<file path="src/rtl/bpg_pkg.sv">
package bpg_pkg;
    // Reference cycles per backplane clock period
    localparam int unsigned REF_PER_BP = 4;
    localparam int unsigned PH_W       = $clog2(REF_PER_BP);

    typedef enum logic [1:0] {
        ST_HOLD    = 2'd0,
        ST_STRETCH = 2'd1,
        ST_RUN     = 2'd2
    } bpg_state_e;
endpackage

</file>
<file path="src/rtl/bpg_sync.sv">
module bpg_sync #(
    parameter int unsigned STAGES  = 2,
    parameter logic        RST_VAL = 1'b0
) (
    input  logic clk,
    input  logic rst_n,
    input  logic d,
    output logic q
);
    logic [STAGES-1:0] chain_q;

    always_ff @(posedge clk or negedge rst_n) begin
        if (!rst_n) begin
            chain_q <= {STAGES{RST_VAL}};
        end else begin
            chain_q[0] <= d;
            for (int i = 1; i < STAGES; i++) begin
                chain_q[i] <= chain_q[i-1];
            end
        end
    end

    assign q = chain_q[STAGES-1];
endmodule

</file>
<file path="src/rtl/bpg_phase.sv">
module bpg_phase
    import bpg_pkg::*;
(
    input  logic clk,
    input  logic rst_n,
    input  logic rel,
    output logic tick,
    output logic bp_clk_n,
    output logic clk2x_n
);
    logic [PH_W-1:0] ph_q;
    logic [PH_W-1:0] ph_nxt;
    logic            bp_q;
    logic            x2_q;

    // Phase 0 is the single low quarter; phase 1 follows the rising edge
    always_comb begin
        if (rel) begin
            ph_nxt = ph_q + 1'b1;
        end else begin
            ph_nxt = '0;
        end
        tick = rel && (ph_nxt == PH_W'(1));
    end

    always_ff @(posedge clk or negedge rst_n) begin
        if (!rst_n) begin
            ph_q <= '0;
            bp_q <= 1'b0;
            x2_q <= 1'b0;
        end else begin
            ph_q <= ph_nxt;
            bp_q <= (ph_nxt != '0);
            x2_q <= ph_nxt[0];
        end
    end

    assign bp_clk_n = bp_q;
    assign clk2x_n  = x2_q;
endmodule

</file>
<file path="src/rtl/bpg_rst_seq.sv">
module bpg_rst_seq
    import bpg_pkg::*;
#(
    parameter int unsigned BP_RST_CYCLES = 4
) (
    input  logic clk,
    input  logic rst_n,
    input  logic rel,
    input  logic tick,
    output logic bp_rst_n,
    output logic clk2x_en_n
);
    localparam int unsigned CNT_W = (BP_RST_CYCLES > 1) ? $clog2(BP_RST_CYCLES) : 1;
    localparam logic [CNT_W-1:0] CNT_LAST = CNT_W'(BP_RST_CYCLES - 1);

    bpg_state_e       st_q;
    bpg_state_e       st_nxt;
    logic [CNT_W-1:0] cnt_q;
    logic [CNT_W-1:0] cnt_nxt;

    always_comb begin
        st_nxt  = st_q;
        cnt_nxt = cnt_q;
        unique case (st_q)
            ST_HOLD: begin
                cnt_nxt = '0;
                if (rel) begin
                    st_nxt = ST_STRETCH;
                end
            end
            ST_STRETCH: begin
                if (tick) begin
                    if (cnt_q == CNT_LAST) begin
                        st_nxt = ST_RUN;
                    end else begin
                        cnt_nxt = cnt_q + 1'b1;
                    end
                end
            end
            ST_RUN: begin
                st_nxt = ST_RUN;
            end
            default: begin
                st_nxt = ST_HOLD;
            end
        endcase
    end

    // State register
    always_ff @(posedge clk or negedge rst_n) begin
        if (!rst_n) begin
            st_q  <= ST_HOLD;
            cnt_q <= '0;
        end else begin
            st_q  <= st_nxt;
            cnt_q <= cnt_nxt;
        end
    end

    // Registered outputs from the next state
    always_ff @(posedge clk or negedge rst_n) begin
        if (!rst_n) begin
            bp_rst_n   <= 1'b0;
            clk2x_en_n <= 1'b1;
        end else begin
            bp_rst_n   <= (st_nxt == ST_RUN);
            clk2x_en_n <= (st_nxt != ST_RUN);
        end
    end
endmodule

</file>
<file path="src/rtl/bpclk_gen.sv">
module bpclk_gen #(
    parameter int unsigned BP_RST_CYCLES = 4,
    parameter int unsigned SYNC_STAGES   = 2
) (
    input  logic clk_ref,
    input  logic pci_rst_n,
    input  logic irq_en,
    input  logic bp_irq_n,
    output logic bp_clk_n,
    output logic clk2x_n,
    output logic clk2x_en_n,
    output logic bp_rst_n,
    output logic pci_int_oe
);
    logic rel;
    logic tick;
    logic irq_s_n;
    logic en_q;
    logic oe_q;

    bpg_sync #(.STAGES(SYNC_STAGES), .RST_VAL(1'b0)) u_rel_sync (
        .clk   (clk_ref),
        .rst_n (pci_rst_n),
        .d     (1'b1),
        .q     (rel)
    );

    bpg_sync #(.STAGES(SYNC_STAGES), .RST_VAL(1'b1)) u_irq_sync (
        .clk   (clk_ref),
        .rst_n (pci_rst_n),
        .d     (bp_irq_n),
        .q     (irq_s_n)
    );

    bpg_phase u_phase (
        .clk      (clk_ref),
        .rst_n    (pci_rst_n),
        .rel      (rel),
        .tick     (tick),
        .bp_clk_n (bp_clk_n),
        .clk2x_n  (clk2x_n)
    );

    bpg_rst_seq #(.BP_RST_CYCLES(BP_RST_CYCLES)) u_seq (
        .clk        (clk_ref),
        .rst_n      (pci_rst_n),
        .rel        (rel),
        .tick       (tick),
        .bp_rst_n   (bp_rst_n),
        .clk2x_en_n (clk2x_en_n)
    );

    // Enable bit cleared by PCI reset; drive request gated by run state
    always_ff @(posedge clk_ref or negedge pci_rst_n) begin
        if (!pci_rst_n) begin
            en_q <= 1'b0;
            oe_q <= 1'b0;
        end else begin
            en_q <= irq_en;
            oe_q <= bp_rst_n && en_q && !irq_s_n;
        end
    end

    assign pci_int_oe = oe_q;
endmodule

</file>
<file path="config.mk">
export PLATFORM = sky130hd
export DESIGN_NAME = bpclk_gen
export DESIGN_NICKNAME = d
export VERILOG_FILES = /design/src/rtl/bpg_pkg.sv /design/src/rtl/bpg_sync.sv /design/src/rtl/bpg_phase.sv /design/src/rtl/bpg_rst_seq.sv /design/src/rtl/bpclk_gen.sv
export SDC_FILE = /design/constraint.sdc
export NUM_CORES = 1
export LEC_CHECK = 0
export BUFFER_PORTS_ARGS = -buffer_cell sky130_fd_sc_hd__buf_2
export CORE_MARGIN = 1.5
export CORE_UTILIZATION = 40
export DETAILED_ROUTE_END_ITERATION = 16
export PLACE_DENSITY = 0.64
export SLEW_MARGIN = 15
export SYNTH_ARGS = -nofsm -noshare
export SYNTH_HDL_FRONTEND = slang
export SYNTH_SLANG_ARGS = --single-unit
export TNS_END_PERCENT = 30
</file>
<file path="constraint.sdc">
create_clock -name clk_ref -period 4 [get_ports clk_ref]
set_input_delay 0.6 -clock clk_ref [delete_from_list [all_inputs] [get_ports clk_ref]]
set_output_delay 0.6 -clock clk_ref [all_outputs]
set_load 0.02 [all_outputs]
</file>
== Yosys cells after proc, flatten, opt, wreduce, memory -nomap -nowiden ==
Index checks and enable logic that the tools add are counted.

* Latch bits: 0
* Input port bits: 4
* Register bits after elaboration: 16
* ROM bits: 0
* Bits in writable memories: 0
* Logic and storage cells: 37
* Memories: 0

* Multipliers: 0
* Equal/unequal tests: 8
* Shifts and indexed selects: 0
* Multiplexer cells: 8
* Bitwise operators: 0
* $lt $le $gt $ge: 0
* Reductions and logical operators: 8
* Div/mod/pow operators: 0
* $add $sub $neg: 2

{| class="wikitable"
|+ Operators by type and width
! kind !! number
|-
| two-way mux 2 bit || 6
|-
| == test 2 bit, second input constant || 3
|-
| inequality test 2 bit, second input constant || 3
|-
| one-hot mux 2 bit (3 select lines) || 1
|-
| adder 2 x 1 -> 2 bit, second input constant || 2
|-
| == test 2 x 1 -> 1 bit, second input constant || 2
|-
| one-hot mux 2 bit (2 select lines) || 1
|-
| nonzero test 2 bit || 2
|-
| logical AND 1 bit || 3
|-
| AND reduction 3 bit || 1
|-
| zero test 2 bit || 1
|-
| zero test 1 bit || 1
|}

== Longest topological paths before layout ==
Gate-level depths: netlist of run 1.

* Word-level depth: 7
* Gate-level depth with buffers: 4
* Gate-level depth less buffers: 4

== Cells and area by module ==
From an unflattened synthesis of run 1, not the netlist that was laid out.

* Cell total of the unflattened synthesis: 37
* Area total of the unflattened synthesis: 528.0 um2

{| class="wikitable"
|+ Modules (own cells, without submodules)
! module !! seq. area each (um2) !! times used !! cells each !! area an instance (um2)
|-
| bpg_rst_seq || 151.4 || 1 || 21 || 252.7
|-
| bpg_phase || 75.1 || 1 || 8 || 110.1
|-
| bpclk_gen || 50.0 || 1 || 4 || 62.6
|-
| bpg_sync (u_irq_sync) || 52.6 || 1 || 2 || 52.6
|-
| bpg_sync (u_rel_sync) || 50.0 || 1 || 2 || 50.0
|}

== Worst setup path after synthesis of run 1 ==
No wires, ideal clock.

* Path type: register -> register
* Start: register u_seq.cnt_q[0]
* End: register u_seq.cnt_q[0]
* Required time: 3.931 ns
* Slack: 2.249 ns
* Cell stages (with the launch flop): 5
* Period minus slack after synthesis: 1.751 ns
* Buffers on the path: 0
* Arrival: 1.682 ns
* Cells stage by stage: dfrtp_1 -> ha_1 -> or4b_4 -> or4b_1 -> nand3_1

* Word-level cells in the longest chain between the ends: 4

{| class="wikitable"
|+ Ends and longest elaborated chain
! element !! RTL line !! source
|-
| from (decl) || bpg_rst_seq.sv:18 || <nowiki>logic [CNT_W-1:0] cnt_q;</nowiki>
|-
| from (signal assigned) || bpg_rst_seq.sv:56 || <nowiki>cnt_q <= cnt_nxt;</nowiki>
|-
| adder 2 x 1 -> 2 bit || bpg_rst_seq.sv:36 || <nowiki>cnt_nxt = cnt_q + 1'b1;</nowiki>
|-
| two-way mux 2 bit || bpg_rst_seq.sv:33 || <nowiki>if (cnt_q == CNT_LAST) begin</nowiki>
|-
| two-way mux 2 bit || bpg_rst_seq.sv:32 || <nowiki>if (tick) begin</nowiki>
|-
| one-hot mux 2 bit (2 select lines) || bpg_rst_seq.sv:24 || <nowiki>unique case (st_q)</nowiki>
|}

Parallel ways exist; a longest one is shown, timed or not. The select of a mux whose other input is x is not followed.
A chain may end at the register's enable or synchronous reset.

== Worst setup path in the final report of run 1 ==
Same ends and word-level chain as after synthesis.

==> results of run 1 <==
[final timing paths]
kind	from	slack, ps	endpoint	cells after the start
worst max-delay path	u_seq.cnt_q[0]$_DFFE_PN0P_	2150	u_seq.cnt_q[0]$_DFFE_PN0P_	4
worst min-delay path	pci_rst_n	200	pci_int_oe$_DFF_PN0_	1
worst max register to register	u_seq.cnt_q[0]$_DFFE_PN0P_	2150	u_seq.cnt_q[0]$_DFFE_PN0P_	4
worst min register to register	u_irq_sync.chain_q[0]$_DFF_PN1_	360	u_irq_sync.chain_q[1]$_DFF_PN1_	0
max in group asynchronous	pci_rst_n	3510	u_seq.clk2x_en_n$_DFF_PN1_	1
min in group clk_ref	u_irq_sync.chain_q[0]$_DFF_PN1_	360	u_irq_sync.chain_q[1]$_DFF_PN1_	0
[worst max-delay path: stages, from the launching register on]
cell	delay, ps
dfrtp_1	410
ha_1	240
or4b_4	550
or4b_1	480
nand3_1	100
[registers in the layout, indices dropped and copies added (netlist names)]
signal and cells:
u_phase.bp_clk_n 1, u_seq.clk2x_en_n 1, u_phase.ph_q 2, en_q 1
u_seq.bp_rst_n 1, pci_int_oe 1, u_irq_sync.chain_q 2, u_seq.st_q 2
u_seq.cnt_q 2, u_rel_sync.chain_q 2
[stage by stage]
stage               hold slack [ps]  cells  setup slack [ps]  utilization
floorplan                       304     42              2250            -
global placement                335     63              2220        0.468
detailed placement              348     63              2170        0.468
CTS                             196     67              2150        0.489
global route                    197     67              2040        0.489
finish                          201     67              2150        0.489
[synthesized netlist by cell type, types with 2 or more instances]
master,count,area (um^2)
dfrtp_1,12,300
nand3_1,4,20.0
dfstp_2,3,78.8
nand2_1,3,11.3
nor2_1,3,11.3
and2_1,2,12.5
mux2i_1,2,20.0
nand4b_1,2,17.5
[cell type report]
class / instances / area, um^2
clock buffers: 3 / 22.5
clock inverters: 1 / 5.00
fillers: 123 / 673
multi-input cells: 25 / 179
flip-flops and latches: 15 / 379
well taps: 15 / 18.8
repair buffers: 8 / 40.0
[cell families after synthesis]
| group | share of synthesized area |
|---|---|
| muxes | 0.0552 |
| adders and majority gates | 0.0221 |
| xor gates and xnor gates | 0.0155 |
| buffers and inverters | 0.0154 |
| and+or+nand+nor | 0.203 |
| AOI/OAI and AO/OA | 0.0132 |
| DFF | 0.669 |
| other | 0.00662 |
[where the power goes]
| group | leakage (uW) | switching (uW) | internal (uW) |
|---|---|---|---|
| combinational | 0.000101 | 26.4 | 28.3 |
| clock | 0.0000177 | 47.3 | 37.1 |
| sequential | 0.000180 | 23.0 | 174 |
| total | 0.000299 | 96.7 | 239 |
[routing by layer]
metal / global-route usage / part of all wire
met4: 0.0750 / 0.011
met2: 0.246 / 0.49
met1: 0.181 / 0.45
met3: 0.0815 / 0.052
met5: 0 / 0
==> impl_metrics.env, run 1 <==
export IMPL_status="completed"
export IMPL_ios=9
export IMPL_die_area_um2=1650
export IMPL_final_cell_mix="dfrtp_1, buf_2, nand3_1"
export IMPL_grt_use_total=0.159
export IMPL_placed_area_um2=617
export IMPL_power_density_nw_per_um2=521
export IMPL_final_area_um2=644
export IMPL_vdd_ir_drop_max_uv=231
export IMPL_cts_tree="done"
export IMPL_syn_inst=42
export IMPL_post_cts_setup_buffers=0
export IMPL_insertedDiodeCount=0
export IMPL_worstSetupPathType="register to register"
export IMPL_clk_path_buf_depth=2
export IMPL_syn_cell_area_um2=567
export IMPL_htreeDepth=1
export IMPL_synth_ff_type="dfrtp_1"
export IMPL_synth_seq_area_share=0.669
export IMPL_hpwl_um=569
export IMPL_rsz0062_at_grt="false"
export IMPL_vias_per_cell=5.07
export IMPL_hold_viol=0
export IMPL_cts_buffers=3
export IMPL_io_buffers=8
export IMPL_synth_yosys_warnings=0
export IMPL_syn_nets=47
export IMPL_core_area_um2=1320
export IMPL_power_uw=336
export IMPL_clkTransAtPathRegs_ps=90
export IMPL_wl_per_cell_um=13.3
export IMPL_ys_async_sr_fraction=1.00
export IMPL_slew_viol_final=0
export IMPL_final_common_cell="dfrtp_1"
export IMPL_die_h_um=40.6
export IMPL_die_w_um=40.6
export IMPL_worst_path_max_fanout=4
export IMPL_cts_sinks=15
export IMPL_gp_routability_congestion=0.652
export IMPL_dr_total_vias=340
export IMPL_period_needed_ps=1850
export IMPL_synth_edf_count=0
export IMPL_row_count=13
export IMPL_routed_wl_um=891
export IMPL_drv_cap=0
export IMPL_max_freq_mhz=542
export IMPL_fin_crit_sh=0.461
export IMPL_worstPathRequired_ps=4220
export IMPL_drc_errors=0
export IMPL_grt_pass1_vias=339
export IMPL_cp_end_kind="register"
export IMPL_root_buffer="clkbuf_4"
export IMPL_final_layout_size_suffix_gt1_frac=0.346
export IMPL_ant_nets=0
export IMPL_initial_core_util=0.430
export IMPL_antenna_found_initial=0
export IMPL_finalSetupViolations=0
export IMPL_drt_iter0_markers=10
export IMPL_syn_area_per_cell_um2=13.5
export IMPL_postCtsHoldBufs=0
export IMPL_hold_class="input pin to async pin"
export IMPL_dr_pass1_iters=3
export IMPL_grt_start_max_net_pins=16
export IMPL_grt_pass1_wl_um=1580
export IMPL_synth_cell_types=19
export IMPL_tns_ps=0
export IMPL_clk_latency_ps=280
export IMPL_overflow=0
export IMPL_cts_resized_gates=0
export IMPL_nets=58
export IMPL_worstPathArrival_ps=2070
export IMPL_leakagePower_uw=0.000299
export IMPL_area_growth_pct=13.7
export IMPL_clock_skew_ps=2.74
export IMPL_startpoint_type="register"
export IMPL_ys_seq_elements=15
(Power assumes the default switching activity.)
==> run 2: changes to the inputs <==
==> constraint.sdc (replaced) <==
create_clock -name clk_ref -period 1.9 [get_ports clk_ref]
set_input_delay 0.285 -clock clk_ref [delete_from_list [all_inputs] [get_ports clk_ref]]
set_output_delay 0.285 -clock clk_ref [all_outputs]
set_load 0.02 [all_outputs]
==> run 2 against run 1 <==
Effect of this change: sequential power is 110% higher; first-iteration DRC count decreased by 30%; core utilization up 1.5 points; largest cell class unchanged; setup slack got worse by 2100 ps; maximum frequency increased by 1.5%; clock skew fell by 0.98 ps; global-route usage up 0.17 points.
==> impl_metrics.env, run 2 (same netlist as run 1, synthesis figures left out) <==
export IMPL_slew_viol_final=0
export IMPL_placed_area_um2=617
export IMPL_worstPathRequired_ps=2130
export IMPL_rr_worst_depth=4
export IMPL_max_freq_mhz=550
export IMPL_grt_use_total=0.161
export IMPL_antenna_found_initial=0
export IMPL_hold_class="input pin to register"
export IMPL_hold_viol=0
export IMPL_die_area_um2=1650
export IMPL_overflow=0
export IMPL_worstPathArrival_ps=2050
export IMPL_status="completed"
export IMPL_grt_pass1_wl_um=1590
export IMPL_row_count=13
export IMPL_startpoint_type="register"
export IMPL_final_area_um2=664
export IMPL_die_w_um=40.6
export IMPL_initial_core_util=0.430
export IMPL_gp_routability_congestion=0.652
export IMPL_nets=60
export IMPL_htreeDepth=1
export IMPL_die_h_um=40.6
export IMPL_clk_path_buf_depth=2
export IMPL_clock_skew_ps=1.75
export IMPL_dr_total_vias=359
export IMPL_startpoint="u_seq.cnt_q[0]$_DFFE_PN0P_"
export IMPL_wirelength_met1_um=401
export IMPL_tns_ps=0
export IMPL_route_met3_wl_um=46
export IMPL_final_layout_size_suffix_gt1_frac=0.370
export IMPL_max_stage_delay_ps=550
export IMPL_period_needed_ps=1820
export IMPL_io_buffers=8
export IMPL_clk_latency_ps=290
export IMPL_clkTransAtPathRegs_ps=90
export IMPL_dr_pass1_iters=4
export IMPL_grt_start_max_net_pins=16
export IMPL_power_uw=740
export IMPL_power_density_nw_per_um2=1110
export IMPL_fin_cells=69
export IMPL_crit_slowest_cell="or4b_4"
export IMPL_leakagePower_uw=0.000306
export IMPL_path_cells="ha_2 -> or4b_4 -> or4b_1 -> nand3_1"
export IMPL_place_inst=63
export IMPL_drt_iter0_markers=7
export IMPL_finalSetupViolations=0
export IMPL_crit_end="u_seq.cnt_q[0]$_DFFE_PN0P_"
export IMPL_vias_per_cell=5.20
export IMPL_cts_tree="done"
export IMPL_core_area_um2=1320
export IMPL_fin_crit_sh=0.957
export IMPL_r2r_end="u_seq.cnt_q[0]$_DFFE_PN0P_"
export IMPL_worst_slack_ps=81.8
export IMPL_ios=9
export IMPL_wl_per_cell_um=13.4
export IMPL_dr_wl_met2_um=456
export IMPL_area_growth_pct=17.2
export IMPL_drc_errors=0
export IMPL_grt_pass1_vias=355
export IMPL_preCtsSetupSlack_ps=69.6
export IMPL_final_common_cell="dfrtp_1"
export IMPL_vdd_ir_drop_max_uv=533
export IMPL_r2r_start="u_seq.cnt_q[0]$_DFFE_PN0P_"
export IMPL_cts_buffers=3
export IMPL_ant_nets=0
export IMPL_drv_cap=0
export IMPL_final_cell_mix="dfrtp_1, buf_2, nand3_1"
export IMPL_rrSetupSlack_ps=80
export IMPL_routed_wl_um=925
export IMPL_rsz0062_at_grt="false"
export IMPL_highest_layer="met4"
export IMPL_insertedDiodeCount=0
export IMPL_worstSetupPathType="register to register"
export IMPL_cp_end_kind="register"
export IMPL_worst_path_max_fanout=3
export IMPL_root_buffer="clkbuf_4"
export IMPL_cts_sinks=15
[run 2: worst min path at each step]
stage	slack, ps	endpoint	cells past startpoint	from
after floorplan	-10	en_q$_DFF_PN0_	0	pci_rst_n
after global placement	200	en_q$_DFF_PN0_	1	pci_rst_n
after detailed placement	200	pci_int_oe$_DFF_PN0_	1	pci_rst_n
after CTS	70	u_irq_sync.chain_q[0]$_DFF_PN1_	1	bp_irq_n
after global routing	60	u_irq_sync.chain_q[0]$_DFF_PN1_	1	bp_irq_n
final	90	u_irq_sync.chain_q[0]$_DFF_PN1_	1	bp_irq_n
[run 2: final cells by class]
type                       count  area (um^2)
clock inverter                 1         5.00
fill                         125          653
clock buffer                   3         22.5
tap                           15         18.8
sequential                    15          379
timing repair buffer          10         57.6
multi-input combinational     25          181
[run 2: what timing repair did]
| action | CTS | global route |
|---|---|---|
| endpoints found under the setup margin | 0 | 1 |
| hold buffers | 1 | 0 |
| endpoints found under the hold margin | 12 | 0 |
| setup buffers | 0 | 1 |
| resized for setup | 0 | 1 |
[run 2: layer usage]
layer | global-route usage | vias up
met5 | 0 | -
met2 | 0.254 | 10
met4 | 0.100 | 0
met1 | 0.179 | 178
li1 | - | 167
met3 | 0.0652 | 4
[run 2: power by group]
| part | total, uW | switching [uW] | leakage, uW | internal [uW] |
|---|---|---|---|---|
| Clock | 185 | 107 | 0.0000177 | 78.3 |
| Sequential | 414 | 48.9 | 0.000180 | 365 |
| Combinational | 140 | 63.7 | 0.000109 | 76.7 |
[run 2: worst max-delay path, delay by kind of cell, from the launching register on]
family                     cells  cell delay [ps]
DFF                            1              420
and+or+nand+nor                3             1130
adders and majority gates      1              210
[run 2: per-stage QoR]
step,hold slack (ps),util
floorplan,-10.6,-
global placement,200,0.468
detailed placement,202,0.468
CTS,73.2,0.497
global route,63.2,0.504
finish,87.4,0.504
